$ cat src/rtl/rx_ep_pkg.sv
package rx_ep_pkg;
  localparam int CSR_W   = 8;
  localparam int F_RDY   = 0;
  localparam int F_FULL  = 1;
  localparam int F_ERR   = 2;
  localparam int F_B3    = 3;
  localparam int F_FLUSH = 4;
  localparam int F_REQ   = 5;
  localparam int F_STALL = 6;
  localparam int F_TGL   = 7;

  typedef struct packed {
    logic stalled;
    logic req;
    logic flag3;
    logic err;
    logic full;
    logic rdy;
  } ep_state_t;

  function automatic logic [CSR_W-1:0] pack_csr(input ep_state_t s);
    logic [CSR_W-1:0] v;
    v          = '0;
    v[F_STALL] = s.stalled;
    v[F_REQ]   = s.req;
    v[F_B3]    = s.flag3;
    v[F_ERR]   = s.err;
    v[F_FULL]  = s.full;
    v[F_RDY]   = s.rdy;
    return v;
  endfunction
endpackage

$ cat src/rtl/rx_occ_tracker.sv
module rx_occ_tracker #(
  parameter int CNT_W = 2
) (
  input  logic             clk,
  input  logic             rst,
  input  logic [CNT_W-1:0] cap,
  input  logic             inc,
  input  logic             dec,
  output logic [CNT_W-1:0] count_nxt,
  output logic             rxrdy,
  output logic             full
);
  logic [CNT_W-1:0] count;
  logic take_in, take_out;

  always_comb begin
    take_in  = inc && (count != cap);
    take_out = dec && (count != '0);
    count_nxt = count;
    if (take_in && !take_out)      count_nxt = count + CNT_W'(1);
    else if (take_out && !take_in) count_nxt = count - CNT_W'(1);
  end

  always_ff @(posedge clk) begin
    if (rst) count <= '0;
    else     count <= count_nxt;
  end

  assign rxrdy = (count != '0);
  assign full  = (count == cap);
endmodule

$ cat src/rtl/rx_retry_tracker.sv
module rx_retry_tracker #(
  parameter int RETRY_MAX = 3
) (
  input  logic clk,
  input  logic rst,
  input  logic clear,
  input  logic fail,
  output logic hit
);
  localparam int RW = $clog2(RETRY_MAX + 1);
  logic [RW-1:0] tries;

  assign hit = fail && !clear && (tries == RW'(RETRY_MAX - 1));

  always_ff @(posedge clk) begin
    if (rst || clear || hit) tries <= '0;
    else if (fail)           tries <= tries + RW'(1);
  end
endmodule

$ cat src/rtl/rx_nak_timer.sv
module rx_nak_timer #(
  parameter int LIM_W = 5
) (
  input  logic             clk,
  input  logic             rst,
  input  logic             enable,
  input  logic             nak,
  input  logic             other_resp,
  input  logic             sof,
  input  logic [LIM_W-1:0] limit,
  output logic             expire
);
  localparam int FRM_W = (1 << LIM_W) - 1;
  logic             active;
  logic [FRM_W-1:0] frames;
  logic [FRM_W-1:0] target;
  logic             limit_ok;

  assign limit_ok = (limit > LIM_W'(1));
  assign target   = FRM_W'(1) << (limit - LIM_W'(1));
  assign expire   = enable && !other_resp && active && sof && limit_ok &&
                    ((frames + FRM_W'(1)) == target);

  always_ff @(posedge clk) begin
    if (rst || !enable || other_resp) begin
      active <= 1'b0;
      frames <= '0;
    end else if (!active) begin
      if (nak) begin
        active <= 1'b1;
        frames <= '0;
      end
    end else if (sof) begin
      if (expire) begin
        active <= 1'b0;
        frames <= '0;
      end else begin
        frames <= frames + FRM_W'(1);
      end
    end
  end
endmodule

$ cat src/rtl/usb_host_rx_ep_ctrl.sv
module usb_host_rx_ep_ctrl
  import rx_ep_pkg::*;
#(
  parameter int LIM_W     = 5,
  parameter int CNT_W     = 2,
  parameter int RETRY_MAX = 3
) (
  input  logic             clk,
  input  logic             rst,
  input  logic             cfg_iso,
  input  logic             cfg_double_buf,
  input  logic [LIM_W-1:0] nak_limit,
  input  logic             sw_wr_en,
  input  logic [CSR_W-1:0] sw_wdata,
  output logic [CSR_W-1:0] sw_rdata,
  input  logic             sw_rd_done,
  input  logic             ev_pkt_ok,
  input  logic             ev_pkt_crc_err,
  input  logic             ev_stall,
  input  logic             ev_nak,
  input  logic             ev_timeout,
  input  logic             sof_tick,
  output logic             in_req,
  output logic             toggle_clr,
  output logic             ep_irq,
  output logic             fifo_flush
);
  logic             stalled_q, req_q, flag3_q, err_q;
  logic [CNT_W-1:0] cap, count_nxt;
  logic             rxrdy, full;
  logic             pkt_accept, flush_go, req_set, blocked;
  logic             retry_clear, retry_fail, retry_hit;
  logic             nak_en, nak_other, nak_expire;
  logic             iso_bad_store;
  logic             unused_ro_bits;
  ep_state_t        st;

  assign unused_ro_bits = ^sw_wdata[F_FULL:F_RDY];

  assign cap           = cfg_double_buf ? CNT_W'(2) : CNT_W'(1);
  assign pkt_accept    = ev_pkt_ok || (cfg_iso && ev_pkt_crc_err);
  assign flush_go      = sw_wr_en && sw_wdata[F_FLUSH] && rxrdy;
  assign blocked       = stalled_q || (!cfg_iso && flag3_q);
  assign req_set       = sw_wr_en && sw_wdata[F_REQ] && !blocked;
  assign retry_clear   = ev_pkt_ok || req_set;
  assign retry_fail    = !cfg_iso && (ev_timeout || ev_pkt_crc_err);
  assign nak_en        = !cfg_iso && !flag3_q;
  assign nak_other     = ev_pkt_ok || ev_pkt_crc_err || ev_stall || ev_timeout;
  assign iso_bad_store = cfg_iso && ev_pkt_crc_err && !full;

  rx_occ_tracker #(.CNT_W(CNT_W)) u_occ (
    .clk       (clk),
    .rst       (rst),
    .cap       (cap),
    .inc       (pkt_accept),
    .dec       (sw_rd_done || flush_go),
    .count_nxt (count_nxt),
    .rxrdy     (rxrdy),
    .full      (full)
  );

  rx_retry_tracker #(.RETRY_MAX(RETRY_MAX)) u_retry (
    .clk   (clk),
    .rst   (rst),
    .clear (retry_clear),
    .fail  (retry_fail),
    .hit   (retry_hit)
  );

  rx_nak_timer #(.LIM_W(LIM_W)) u_nak (
    .clk        (clk),
    .rst        (rst),
    .enable     (nak_en),
    .nak        (ev_nak),
    .other_resp (nak_other),
    .sof        (sof_tick),
    .limit      (nak_limit),
    .expire     (nak_expire)
  );

  always_ff @(posedge clk) begin
    if (rst) begin
      stalled_q  <= 1'b0;
      req_q      <= 1'b0;
      flag3_q    <= 1'b0;
      err_q      <= 1'b0;
      toggle_clr <= 1'b0;
      ep_irq     <= 1'b0;
      fifo_flush <= 1'b0;
    end else begin
      toggle_clr <= sw_wr_en && sw_wdata[F_TGL];
      fifo_flush <= flush_go;
      ep_irq     <= ev_stall || retry_hit;

      if (ev_stall)                              stalled_q <= 1'b1;
      else if (sw_wr_en && !sw_wdata[F_STALL])   stalled_q <= 1'b0;

      if (pkt_accept || ev_stall || retry_hit || nak_expire) req_q <= 1'b0;
      else if (sw_wr_en)                                     req_q <= req_set;

      if (cfg_iso) begin
        if (iso_bad_store)                       flag3_q <= 1'b1;
        else if (count_nxt == '0)                flag3_q <= 1'b0;
      end else begin
        if (nak_expire)                          flag3_q <= 1'b1;
        else if (sw_wr_en && !sw_wdata[F_B3])    flag3_q <= 1'b0;
      end

      if (retry_hit)                             err_q <= 1'b1;
      else if (sw_wr_en && !sw_wdata[F_ERR])     err_q <= 1'b0;
    end
  end

  always_comb begin
    st.stalled = stalled_q;
    st.req     = req_q;
    st.flag3   = flag3_q;
    st.err     = err_q && !cfg_iso;
    st.full    = full;
    st.rdy     = rxrdy;
  end

  assign sw_rdata = pack_csr(st);
  assign in_req   = req_q;
endmodule

$ cat config.mk
export PLATFORM = sky130hd
export DESIGN_NAME = usb_host_rx_ep_ctrl
export DESIGN_NICKNAME = d
export VERILOG_FILES = /design/src/rtl/rx_ep_pkg.sv /design/src/rtl/rx_occ_tracker.sv /design/src/rtl/rx_retry_tracker.sv /design/src/rtl/rx_nak_timer.sv /design/src/rtl/usb_host_rx_ep_ctrl.sv
export SDC_FILE = /design/constraint.sdc
export NUM_CORES = 1
export LEC_CHECK = 0
export ABC_AREA = 1
export ABC_CLOCK_PERIOD_IN_PS = 2900
export BUFFER_PORTS_ARGS = -buffer_cell sky130_fd_sc_hd__buf_2
export CORE_UTILIZATION = 61
export CTS_CLUSTER_SIZE = 16
export DETAILED_ROUTE_END_ITERATION = 12
export HOLD_SLACK_MARGIN = 0.1
export PLACE_DENSITY = 0.89
export SYNTH_ARGS = -nofsm -noshare
export SYNTH_HDL_FRONTEND = slang
export SYNTH_SLANG_ARGS = --single-unit
$ cat constraint.sdc
create_clock -name clk -period 2.9 [get_ports clk]
set_input_delay 0.29 -clock clk [delete_from_list [all_inputs] [get_ports clk]]
set_output_delay 0.29 -clock clk [all_outputs]
set_load 0.1 [all_outputs]
==> out/qor.csv <==
stage;metric;value;unit
sta;clock.fmax;373.1;MHz
yosys;postSynth.asyncResetShare;0;%
sta;report.final.slew_viol_count;0;
hold_path;min_path_cells;3;
pwr;p_clk_share;29.3;%
yosys;synth_top_family_by_area;simple AND/OR/NAND/NOR gates;
floorplanning;coreArea;6350;sq um
global_routing;grt_overflow_total;0;
global_routing;use_met1;45.84;%
critical_path;critical-path-max-stage-delay;0.43;ns
sta;finalSetupTns;0;ns
sta;hold_violations;0;
critical_path;r2r-start;u_nak.frames[8];
yosys;synth_cell_types;38;
sta;rsz0062_at_grt;false;
sta;fin_crit_sh;92.41;%
yosys;syn_area_per_cell;5.652;sq um
clock_tree;cts_root_buffer;clkbuf_8;
yosys;synth_mux_area_share;0;%
hold_path;hold_class;in2reg;
clock_tree;tritoncts;done;
placed_design;place_ws;0.2420;ns
yosys;synth_seq_cells;43;
hold_path;hp-start;sw_wdata[7];
yosys;synth-edff-count;0;
final_layout;diodes;0;
yosys;synth_xor_area_share;1.956;%
clock_tree;clkLatencyLatePin;0.30;ns
pwr;power_density;339.8;nW/um^2
clock_tree;path_clk_slew;0.09;ns
critical_path;cp_cell_sequence;nand2_1 > nor2_1 > inv_1 > nor2_2 > nand2_1 > nand3_1 > nand2_1 > nor2_1 > nand2_1 > nor2_1 > nand2_1 > nor2_2 > nand2_2 > buf_12 > nand4_1 > a21oi_1;
critical_path;cp_num_buf_inv;2;
clock_tree;cts_hold_buf;0;
outcome;status;complete, no violations;
critical_path;worstPathRequired;3.03;ns
final_layout;area_delta_synth_final;7.358;%
sta;setup_ws;0.2200;ns
routing;dr.pass1.iters;6;
floorplanning;dieArea;6936;sq um
final_layout;nets;764;
flow_run;maxCapViolCount;0;
routing;drt-initial-drc-count;469;
critical_path;cp_common_cell;nand2_1;
yosys;synth_simple_gate_area_share;56.63;%
critical_path;r2r_cells;16;
critical_path;worst-path-max-fanout;27;
yosys;synth-compound-area-share;8.010;%
routing;wl_per_cell;15.25;microns
floorplanning;dieWidth;83.28;microns
clock_tree;cts_buffers;5;
yosys;netlist_area;4030;sq um
global_routing;grt_pass1_wl;20130;microns
pwr;swShare;37.60;%
sta;clock_skew;0.01048;ns
yosys;synthCells;713;
critical_path;end_kind;flip-flop;
global_routing;grt_pass1_vias;4298;
floorplanning;io_pins;37;
global_routing;antenna_found_initial;0;
yosys;synthAdderAreaFrac;0.9314;%
final_layout;final_core_util;68.14;%
critical_path;reg2reg_slack;0.22;ns
critical_path;slowest_stage;dfxtp_1;
hold_path;hold_end;toggle_clr;
sta;tightest_slew;1.153;ns
routing;viasPerCell;5.810;
floorplanning;start_util;63.47;%
sta;period_needed;2.680;ns
critical_path;rr_endpoint;u_nak.frames[8];
placed_design;routabilityCongestion;1.082;
pwr;ir_drop;0.5532;mV
pwr;power.switching;0.5528;mW
sta;setup_viol;0;
pwr;power.total;1.470;mW
critical_path;cp.arrival;2.81;ns
yosys;yosys_warnings;0;
yosys;ys.flop_type;dfxtp_1;
placed_design;port_buffers;32;
critical_path;crit_type;reg2reg;
critical_path;crit_path_start_kind;flip-flop;
critical_path;cpLargestDelayFamily;simple AND/OR/NAND/NOR gates;
floorplanning;die_h;83.28;microns
routing;antenna_left;0;
sta;max_slew_margin;23.08;%
global_routing;grtUsageTotal;36.15;%
routing;vias;4729;
global_routing;busiest_layer;met2;
clock_tree;htreeDepth;2;
clock_tree;cts_sinks;43;
routing;totalWireLength;12410;microns
pwr;p_leak;1.965;nW
pwr;p_int;0.9175;mW
routing;drc;0;
floorplanning;row_count;29;
pwr;pwr-share-comb;28.7;%
clock_tree;cts_max_path_buffers;2;
global_routing;grt_use_met3;7.157;%
global_routing;grt_start_max_net_pins;31;
placed_design;dp_hpwl;9866;microns
yosys;ys_seq_area_share;21.36;%
pwr;seqPwrFrac;42.1;%
global_routing;grtUsageMet2;59.91;%
final_layout;drive_above_1_share;12.62;%
==> how the worst max path moves through the flow <==
stage | from | endpoint | slack [ns] | cells past startpoint
detailed placement | u_nak.frames[1] | u_nak.frames[8] | 0.24 | 16
global route | u_nak.frames[1] | u_nak.frames[5] | 0.07 | 17
CTS | u_nak.frames[1] | u_nak.frames[8] | 0.23 | 16
global placement | u_nak.frames[1] | u_nak.frames[11] | 0.30 | 15
finish | u_nak.frames[8] | u_nak.frames[8] | 0.22 | 16
floorplan | u_nak.frames[0] | u_nak.frames[29] | 0.57 | 18
==> through the flow <==
stage | instances | instance area (sq um) | hold WS, ns
2_1_floorplan | 714 | 4034 | 0.4038
3_3_place_gp | 805 | 4215 | 0.4515
3_5_place_dp | 805 | 4215 | 0.4581
4_1_cts | 813 | 4315 | 0.1960
5_1_grt | 814 | 4327 | 0.2388
6_report | 814 | 4327 | 0.1994
==> what timing repair did <==
action / in CTS / in global routing
endpoints found under the setup margin: 0 / 16
endpoints found under the hold margin: 0 / 0
resized for setup: 0 / 2
buffers inserted: 0 / 1
==> placed cells by master (no fill, tap or decap), drive strengths merged <==
cell type | netlist | layout
o21bai | 1 | 1
nor3 | 6 | 6
a31oi | 2 | 2
or2 | 1 | 1
o21ai | 14 | 14
a21oi | 39 | 39
nand3b | 20 | 20
nand3 | 77 | 77
nand4 | 30 | 30
and2 | 1 | 1
nor2 | 107 | 107
o211ai | 1 | 1
inv | 79 | 79
dfxtp | 43 | 43
xnor2 | 5 | 5
nand2 | 250 | 250
ha | 3 | 3
and3 | 1 | 1
nor4 | 1 | 1
clkinv | 1 | 1
xor2 | 4 | 4
buf | 16 | 40
conb | 1 | 2
clkbuf | 9 | 8
a211oi | 1 | 1
==> power by group through the flow <==
stage	Combinational (mW)	Sequential, mW	Clock, mW
floorplan	0.339	0.651	0
global placement	0.405	0.631	0
detailed placement	0.419	0.632	0
CTS	0.420	0.618	0.440
global route	0.454	0.620	0.456
finish	0.422	0.618	0.430
==> state kept, by name, summed over array words and instances (netlist names) <==
| register | count |
|---|---|
| u_retry.tries | 2 |
| in_req | 1 |
| fifo_flush | 1 |
| toggle_clr | 1 |
| stalled_q | 1 |
| flag3_q | 1 |
| u_occ.count | 2 |
| err_q | 1 |
| u_nak.active | 1 |
| ep_irq | 1 |
| u_nak.frames | 31 |
==> synth_stat cells, types with 8 or more instances <==
| cell type | number | share of area [%] |
|---|---|---|
| inv_1 | 75 | 7.0 |
| buf_4 | 8 | 1.5 |
| clkbuf_1 | 9 | 0.84 |
| o21ai_0 | 11 | 1.4 |
| a21oi_1 | 34 | 4.2 |
| nand3_2 | 10 | 2.5 |
| nand4_1 | 30 | 4.7 |
| nand3_1 | 67 | 8.3 |
| nand2_1 | 242 | 23 |
| nor2_1 | 93 | 8.7 |
| dfxtp_1 | 43 | 21 |
| nand3b_1 | 20 | 3.7 |
==> worst register-to-register path: cells and delay by family, from the launching register on <==
kind	cells	cell delay, ns
flops	1	0.43
buf+inv	2	0.27
simple gates	13	1.74
compound gates	1	0.07
==> metal layers <==
layer | wire length [microns] | share of wire [%]
met1 | 5100 | 41
met2 | 5678 | 46
met3 | 1175 | 9.5
met4 | 459 | 3.7
met5 | 0 | 0
==> cells by family (layout without fill, tap and decap cells) <==
kind of cell / Yosys count / in the layout
AOI/OAI and AO/OA: 58 / 58
other: 1 / 2
and+or+nand+nor: 494 / 494
DFF: 43 / 43
xor gates and xnor gates: 9 / 9
buffers and inverters: 105 / 128
adders and majority gates: 3 / 3
==> area by class of cell <==
type | count | area [sq um]
multi-input combinational | 566 | 2735
fill | 630 | 2023
sequential | 43 | 862.1
inverter | 80 | 300.3
timing repair buffer | 40 | 232.7
clock buffer | 8 | 100.1
tap | 77 | 96.34
Power figures use the tool's default switching activity.
